[src/rtl/ea_gen.sv]
module ea_gen #(
  parameter int AW = 16,
  parameter int DW = 8,
  parameter int MW = 4
) (
  input  logic          clk,
  input  logic          rst_n,
  input  logic          start,
  input  logic [MW-1:0] mode,
  input  logic [AW-1:0] operand,
  input  logic [DW-1:0] idx_x,
  input  logic [DW-1:0] idx_y,
  output logic          busy,
  output logic          rd_req,
  output logic [AW-1:0] rd_addr,
  input  logic          rd_valid,
  input  logic [DW-1:0] rd_data,
  output logic          done,
  output logic [AW-1:0] addr,
  output logic          ptr_split,
  output logic          illegal
);
  localparam int PW = AW - DW;
  localparam logic [MW-1:0] M_ABS  = MW'(0);
  localparam logic [MW-1:0] M_ABSX = MW'(1);
  localparam logic [MW-1:0] M_ABSY = MW'(2);
  localparam logic [MW-1:0] M_ZP   = MW'(3);
  localparam logic [MW-1:0] M_ZPX  = MW'(4);
  localparam logic [MW-1:0] M_ZPY  = MW'(5);
  localparam logic [MW-1:0] M_PRE  = MW'(6);
  localparam logic [MW-1:0] M_POST = MW'(7);
  localparam logic [MW-1:0] M_IND  = MW'(8);

  typedef enum logic [1:0] {S_IDLE, S_LO, S_HI} state_t;

  state_t        st;
  logic [AW-1:0] ptr_loc;
  logic [DW-1:0] lo_byte;
  logic          post_q, split_q;
  logic [AW-1:0] addr_q;
  logic          done_q, ill_q;

  logic [DW-1:0] op8;
  logic [AW-1:0] xz, yz;
  logic [AW-1:0] direct_ea, ptr_start;
  logic          is_direct, is_ptr;

  assign op8 = operand[DW-1:0];
  assign xz  = {{PW{1'b0}}, idx_x};
  assign yz  = {{PW{1'b0}}, idx_y};

  always_comb begin
    direct_ea = '0;
    ptr_start = '0;
    is_direct = 1'b0;
    is_ptr    = 1'b0;
    case (mode)
      M_ABS:  begin is_direct = 1'b1; direct_ea = operand; end
      M_ABSX: begin is_direct = 1'b1; direct_ea = operand + xz; end
      M_ABSY: begin is_direct = 1'b1; direct_ea = operand + yz; end
      M_ZP:   begin is_direct = 1'b1; direct_ea = {{PW{1'b0}}, op8}; end
      M_ZPX:  begin is_direct = 1'b1; direct_ea = {{PW{1'b0}}, DW'(op8 + idx_x)}; end
      M_ZPY:  begin is_direct = 1'b1; direct_ea = {{PW{1'b0}}, DW'(op8 + idx_y)}; end
      M_PRE:  begin is_ptr = 1'b1; ptr_start = {{PW{1'b0}}, DW'(op8 + idx_x)}; end
      M_POST: begin is_ptr = 1'b1; ptr_start = {{PW{1'b0}}, op8}; end
      M_IND:  begin is_ptr = 1'b1; ptr_start = operand; end
      default: ;
    endcase
  end

  assign busy    = (st != S_IDLE);
  assign rd_req  = busy;
  assign rd_addr = (st == S_HI) ? ptr_loc + AW'(1) : ptr_loc;

  always_ff @(posedge clk or negedge rst_n) begin
    if (!rst_n) begin
      st      <= S_IDLE;
      ptr_loc <= '0;
      lo_byte <= '0;
      post_q  <= 1'b0;
      split_q <= 1'b0;
      addr_q  <= '0;
      done_q  <= 1'b0;
      ill_q   <= 1'b0;
    end else begin
      done_q <= 1'b0;
      ill_q  <= 1'b0;
      case (st)
        S_IDLE: if (start) begin
          if (is_direct) begin
            addr_q  <= direct_ea;
            split_q <= 1'b0;
            done_q  <= 1'b1;
          end else if (is_ptr) begin
            ptr_loc <= ptr_start;
            post_q  <= (mode == M_POST);
            split_q <= (mode == M_PRE) && (ptr_start == {{PW{1'b0}}, {DW{1'b1}}});
            st      <= S_LO;
          end else begin
            ill_q <= 1'b1;
          end
        end
        S_LO: if (rd_valid) begin
          lo_byte <= rd_data;
          st      <= S_HI;
        end
        S_HI: if (rd_valid) begin
          addr_q <= {rd_data, lo_byte} + (post_q ? yz : '0);
          done_q <= 1'b1;
          st     <= S_IDLE;
        end
        default: st <= S_IDLE;
      endcase
    end
  end

  assign done      = done_q;
  assign illegal   = ill_q;
  assign addr      = addr_q;
  assign ptr_split = done_q & split_q;
endmodule

[config.mk]
export PLATFORM = sky130hd
export DESIGN_NAME = ea_gen
export DESIGN_NICKNAME = d
export VERILOG_FILES = /design/src/rtl/ea_gen.sv
export SDC_FILE = /design/constraint.sdc
export NUM_CORES = 1
export LEC_CHECK = 0
export ABC_CLOCK_PERIOD_IN_PS = 2700
export BUFFER_PORTS_ARGS = -buffer_cell sky130_fd_sc_hd__buf_2
export CAP_MARGIN = 30
export CORE_MARGIN = 1.5
export CORE_UTILIZATION = 49
export DETAILED_ROUTE_END_ITERATION = 10
export PLACE_DENSITY = 0.72
export SLEW_MARGIN = 20
export SYNTH_ARGS = -nofsm -noshare
export SYNTH_HDL_FRONTEND = slang
export SYNTH_SLANG_ARGS = --single-unit
[constraint.sdc]
create_clock -name clk -period 2.7 [get_ports clk]
set_input_delay 0.27 -clock clk [delete_from_list [all_inputs] [get_ports clk]]
set_output_delay 0.27 -clock clk [all_outputs]
set_load 0.005 [all_outputs]
==> results of run 1 <==
-- kinds of logic (layout without fill, tap and decap cells) --
logic type,count (synthesis),in the layout,share of synthesized area [%]
flip-flops,46,46,25.5
AND/OR/NAND/NOR,173,173,20.7
adder cells (fa/ha/maj),37,37,10.9
multiplexers,17,17,4.19
buffers and inverters,33,143,3.86
AO/OA/AOI/OAI,177,177,27.4
XOR/XNOR,37,37,7.35
-- metrics by stage --
step           utilization (%)  worst slack, ns
2_1_floorplan                -           -0.109
3_3_place_gp              58.7           -0.253
3_5_place_dp              58.9           -0.312
4_1_cts                   60.1          0.00588
5_1_grt                   61.8          -0.0312
6_report                  61.8           0.0413
-- critical path: cells and delay by family --
kind,cells,cell delay [ns]
simple gates,4,0.90
compound gates,4,0.67
fa+ha+maj,2,0.37
mux,1,0.31
buf+inv,3,0.29
-- final cells by class --
cell class	instances	area, um2	share of cell area, %
Clock buffer	6	72.6	1.33
Clock inverter	2	13.8	0.253
Inverter	14	52.6	0.966
Multi-Input combinational cell	441	3280	60.3
Sequential cell	46	1150	21.2
Tap cell	108	135	2.49
Timing Repair Buffer	121	732	13.5
-- per-layer routing --
layer / routed length, um / up-vias / GRT usage, %
met3: 974 / 38 / 4.33
met4: 369 / 0 / 10.8
met5: 0 / - / 0
met1: 5860 / 2196 / 36.5
li1: - / 2170 / -
met2: 6390 / 207 / 46.2
-- report_power, final --
group	total [mW]	switching, mW	internal, mW
clock network	0.428	0.245	0.183
logic	1.26	0.658	0.600
registers	1.04	0.162	0.883
total	2.73	1.06	1.67
-- sequential cells by signal (all words and copies together), names as in the netlist --
register  count
addr         16
st            2
lo_byte       8
post_q        1
ptr_loc      16
done          1
split_q       1
illegal       1
-- what timing repair did --
action | in CTS | in global routing
buffers inserted | 0 | 9
pin swaps | 0 | 16
hold buffers | 1 | 0
setup endpoints to repair | 1 | 8
endpoints found under the hold margin | 15 | 0
gates resized for setup | 1 | 19
-- path summary, 6_finish.rpt --
kind | startpoint | to | cells after the start
setup / recovery | mode[0] | addr[6] | 14
hold / removal | rd_valid | st[0] | 2
setup reg to reg | post_q | addr[11] | 10
hold reg to reg | addr[1] | addr[1] | 1
max in group asynchronous | rst_n | addr[0] | 3
min in group asynchronous | rst_n | ptr_loc[4] | 2
-- synthesized netlist by cell type (all sizes together) (12+ instances only) --
cell and instances:
dfrtp 46, nand2 42, o21ai 41, nor2 35, ha 33, a21oi 31
xnor2 25, nand3 20, mux2 15, inv 14, a22oi 13, nor3 13
xor2 12
-- placed cells by master, fill, tap and decap left out, types with 7 or more instances in the layout --
cell / instances
buf_2: 83
dfrtp_1: 45
nand2_1: 41
o21ai_0: 40
buf_4: 34
nor2_1: 31
ha_1: 30
a21oi_1: 26
xnor2_1: 25
nand3_1: 20
mux2_2: 14
inv_1: 12
a22oi_1: 12
xor2_1: 11
and2_1: 10
a22o_1: 10
nor3_1: 10
a21o_1: 9
and3_1: 9
o211ai_1: 9
o21a_1: 9
nand2b_1: 7
nor2b_1: 7
==> results.sh, run 1 <==
export IMPL_cts_max_path_buffers=2
export IMPL_timing_final_crit_share_pct=98.5
export IMPL_synthTopCellsByArea="dfrtp_1 26%, ha_1 9.2%, xnor2_1 4.9%"
export IMPL_clock_latency_ns=0.30
export IMPL_cts_inserted_buffers=5
export IMPL_syn_instance_count=520
export IMPL_start_kind="input port"
export IMPL_peakVddDrop_uv=299
export IMPL_yosys_area_top_type_share_pct=25.5
export IMPL_leakage_nw=2.47
export IMPL_root_buffer="clkbuf_8"
export IMPL_synth_seq_area_share_pct=25.5
export IMPL_clock_sinks=46
export IMPL_path_clk_slew_ns=0.09
export IMPL_rows=34
export IMPL_nets=714
export IMPL_cap_violations=0
export IMPL_run_status="complete, but fails checks"
export IMPL_grt_pass1_wl_um=21900
export IMPL_timing_critical_path_fanout_max=7
export IMPL_first_pass_iters=8
export IMPL_drt_iter0_markers=369
export IMPL_ios=85
export IMPL_place_hpwl_um=10600
export IMPL_stdcell_area_mm2=0.00544
export IMPL_htreeDepth=2
export IMPL_worstMarginPinSlew_ns=0.588
export IMPL_routedWlPerCell_um=18.4
export IMPL_post_route_drc_count=8
export IMPL_ant_nets=0
export IMPL_totalWireLength_um=13600
export IMPL_critPathMaxStageDelay_ns=0.33
export IMPL_post_place_cells=720
export IMPL_place_area_mm2=0.00519
export IMPL_grtUsageTotal_pct=27.8
export IMPL_syn_nets=605
export IMPL_r2r_slack_ns=0.17
export IMPL_power_total_mw=2.73
export IMPL_fill_cells=804
export IMPL_synth_avg_cell_area_um2=8.67
export IMPL_diodes=0
export IMPL_routed_via_density=6.25
export IMPL_gp_congestion=0.908
export IMPL_grt_pass1_vias=4534
export IMPL_tns_ns=0
export IMPL_start_util_pct=51.2
export IMPL_p_per_area_mw_per_mm2=502
export IMPL_synth_ff_type="dfrtp_1"
export IMPL_hold_path_class="input port to flip-flop"
export IMPL_cts_tree="yes"
export IMPL_synth_edf_count=0
export IMPL_hold_viol=0
export IMPL_critical_path_arrival_ns=2.83
export IMPL_coreArea_mm2=0.00881
export IMPL_area_delta_synth_final_pct=20.6
export IMPL_skew_ns=0.0101
export IMPL_drv_slew=0
export IMPL_rsz0062_at_grt="true"
export IMPL_required_ns=2.87
export IMPL_setup_violations_final=0
export IMPL_grt_overflow_total=0
export IMPL_instances_no_fill=738
export IMPL_syn_area_mm2=0.00451
export IMPL_async_flop_share_pct=100
export IMPL_dieArea_mm2=0.00979
export IMPL_synth_seq_cells=46
export IMPL_period_needed_ns=2.66
export IMPL_grt_max_degree=32
export IMPL_vias=4611
export IMPL_yosys_area_top_type="dfrtp_1"
export IMPL_synth_warnings=0
export IMPL_die_height_um=98.9
export IMPL_antenna_found_initial=0
export IMPL_io_buffers=84
export IMPL_worst_setup_path_type="input port to flip-flop"
export IMPL_relSlewSlack_pct=60.7
export IMPL_synth_cell_types=76
export IMPL_fmax_ghz=0.376
export IMPL_whs_ns=0.198
export IMPL_endpoint_kind="flip-flop"
export IMPL_crit_chain="buf_6, nand2b_4, nor3_4, buf_12, mux2_4, ha_4, inv_2, fa_2, nand3b_1, a21oi_2, or3_1, a32o_2, a221oi_2, o211ai_1"
export IMPL_cpMaxStageDelayCell="or3_1"
export IMPL_failed_checks="design-rule violations"
export IMPL_layout_drive_gt1_share_pct=30.3
export IMPL_die_w_um=98.9
Power figures use the tool's default switching activity.
==> run 2: changes to the inputs <==
Settings changed: BUFFER_PORTS_ARGS -buffer_cell sky130_fd_sc_hd__buf_2 to -buffer_cell sky130_fd_sc_hd__buf_4, RECOVER_POWER set to 50.
==> run 2 against run 1 <==
Net effect:
- the run still ends with design-rule violations left
- power grew 5.9%
- clock-buffer cell count shrank 1
- sequential share of layout area shrank 0.41 points
- critical endpoint is now addr[14]
- largest power group unchanged
==> results.sh, run 2 (synthesized netlist as in run 1, its figures left out) <==
export IMPL_final_core_util_pct=63.0
export IMPL_start_kind="input port"
export IMPL_cpLargestDelayFamily="simple AND/OR/NAND/NOR gates"
export IMPL_reg2reg_from="post_q"
export IMPL_cts_inserted_buffers=5
export IMPL_critical_path_arrival_ns=2.85
export IMPL_rr_worst_depth=10
export IMPL_cts_tree="yes"
export IMPL_tns_ns=0
export IMPL_die_w_um=98.9
export IMPL_cap_violations=0
export IMPL_crit_path_start="mode[0]"
export IMPL_min_from="rd_valid"
export IMPL_start_util_pct=51.2
export IMPL_cts_max_path_buffers=2
export IMPL_rows=34
export IMPL_final_common_cell="buf_4"
export IMPL_layout_common_cells="96 x buf_4, 45 x dfrtp_1, 41 x nand2_1, 41 x o21ai_0, 33 x ha_1"
export IMPL_power_total_mw=2.89
export IMPL_crit_cells=14
export IMPL_layout_drive_gt1_share_pct=27.9
export IMPL_crit_chain="buf_4, nand2b_4, nor3_4, buf_12, mux2_4, ha_1, inv_1, fa_2, nand3b_1, a21oi_2, o22ai_2, or4_1, nand3_1, o22a_1"
export IMPL_stdcell_area_mm2=0.00554
export IMPL_cp_num_buf_inv=3
export IMPL_post_route_drc_count=8
export IMPL_vias=4503
export IMPL_multi_input_comb_area_mm2=0.00322
export IMPL_diodes=0
export IMPL_path_clk_slew_ns=0.10
export IMPL_dieArea_mm2=0.00979
export IMPL_rr_endpoint="addr[11]"
export IMPL_die_height_um=98.9
export IMPL_hold_path_class="input port to flip-flop"
export IMPL_worst_slack_ns=0.0935
export IMPL_gp_congestion=0.871
export IMPL_p_per_area_mw_per_mm2=522
export IMPL_dp_worst_setup_slack_ns=-0.322
export IMPL_grt_max_degree=47
export IMPL_hold_viol=0
export IMPL_instances_no_fill=732
export IMPL_fill_cells=760
export IMPL_cpMaxStageDelayCell="or4_1"
export IMPL_rsz0062_at_grt="true"
export IMPL_drv_slew=0
export IMPL_setup_violations_final=0
export IMPL_seq_area_mm2=0.00115
export IMPL_area_delta_synth_final_pct=22.9
export IMPL_failed_checks="design-rule violations"
export IMPL_period_needed_ns=2.61
export IMPL_timing_critical_path_fanout_max=7
export IMPL_leakage_nw=2.49
export IMPL_whs_ns=0.177
export IMPL_grt_pass1_wl_um=21100
export IMPL_worst_setup_path_type="input port to flip-flop"
export IMPL_cp_endpoint="addr[14]"
export IMPL_antenna_found_initial=0
export IMPL_grt_pass1_vias=4357
export IMPL_grt_overflow_total=0
export IMPL_ant_nets=0
export IMPL_run_status="complete, but fails checks"
export IMPL_place_area_mm2=0.00539
export IMPL_ios=85
export IMPL_root_buffer="clkbuf_8"
export IMPL_peakVddDrop_uv=284
export IMPL_routed_via_density=6.15
export IMPL_nets=708
export IMPL_required_ns=2.95
export IMPL_timing_final_crit_share_pct=96.5
export IMPL_r2r_slack_ns=0.12
export IMPL_relSlewSlack_pct=21.5
export IMPL_place_hpwl_um=10700
export IMPL_clock_latency_ns=0.30
export IMPL_worstMarginPinSlew_ns=1.18
export IMPL_io_buffers=84
export IMPL_coreArea_mm2=0.00881
export IMPL_first_pass_iters=9
export IMPL_endpoint_kind="flip-flop"
export IMPL_grtUsageTotal_pct=26.9
export IMPL_post_place_cells=721
export IMPL_routedWlPerCell_um=18.0
export IMPL_skew_ns=0.0114
export IMPL_htreeDepth=2
export IMPL_clock_sinks=46
export IMPL_totalWireLength_um=13200
export IMPL_drt_iter0_markers=315
export IMPL_critPathMaxStageDelay_ns=0.50
export IMPL_fmax_ghz=0.384
[run 2: cell types whose count changed in the layout (fill, tap and decap cells not counted), sizes merged]
cell    change
clkbuf     +16
bufinv      +1
inv         +1
clkinv      -1
buf        -23
[run 2: report_power, final]
group          total (mW)  internal, mW  leakage (nW)  switching, mW
registers            1.05         0.883         0.584          0.167
logic                1.30         0.662          1.85          0.635
clock network       0.545         0.278        0.0585          0.267
total                2.89          1.82          2.49           1.07
[run 2: how the worst min path moves through the flow]
stage / to / slack, ns / depth (start not counted)
2_1_floorplan: addr[0] / -0.03 / 0
3_3_place_gp: ptr_loc[4] / 0.33 / 1
5_1_grt: st[1] / 0.17 / 2
6_report: st[0] / 0.18 / 2
4_1_cts: st[0] / 0.17 / 2
3_5_place_dp: ptr_loc[4] / 0.32 / 1
[run 2: cell type report]
class / instances / share of cell area (%)
Inverter: 14 / 0.948
Timing Repair Buffer: 115 / 15.8
Clock buffer: 5 / 1.24
Tap cell: 108 / 2.44
Clock inverter: 3 / 0.790
Multi-Input combinational cell: 441 / 58.0
Sequential cell: 46 / 20.8
[run 2: layer usage]
layer	GRT usage [%]	part of all wire, %
met1	35.5	44
met2	45.5	47
met3	4.18	6.8
met4	8.24	2.3
met5	0	0
[run 2: repair_timing]
action,4_1_cts,5_1_grt
hold buffers,1,0
buffers inserted,0,2
endpoints found under the hold margin,17,0
gates resized for setup,1,4
pin swaps,0,2
endpoints found under the setup margin,1,6
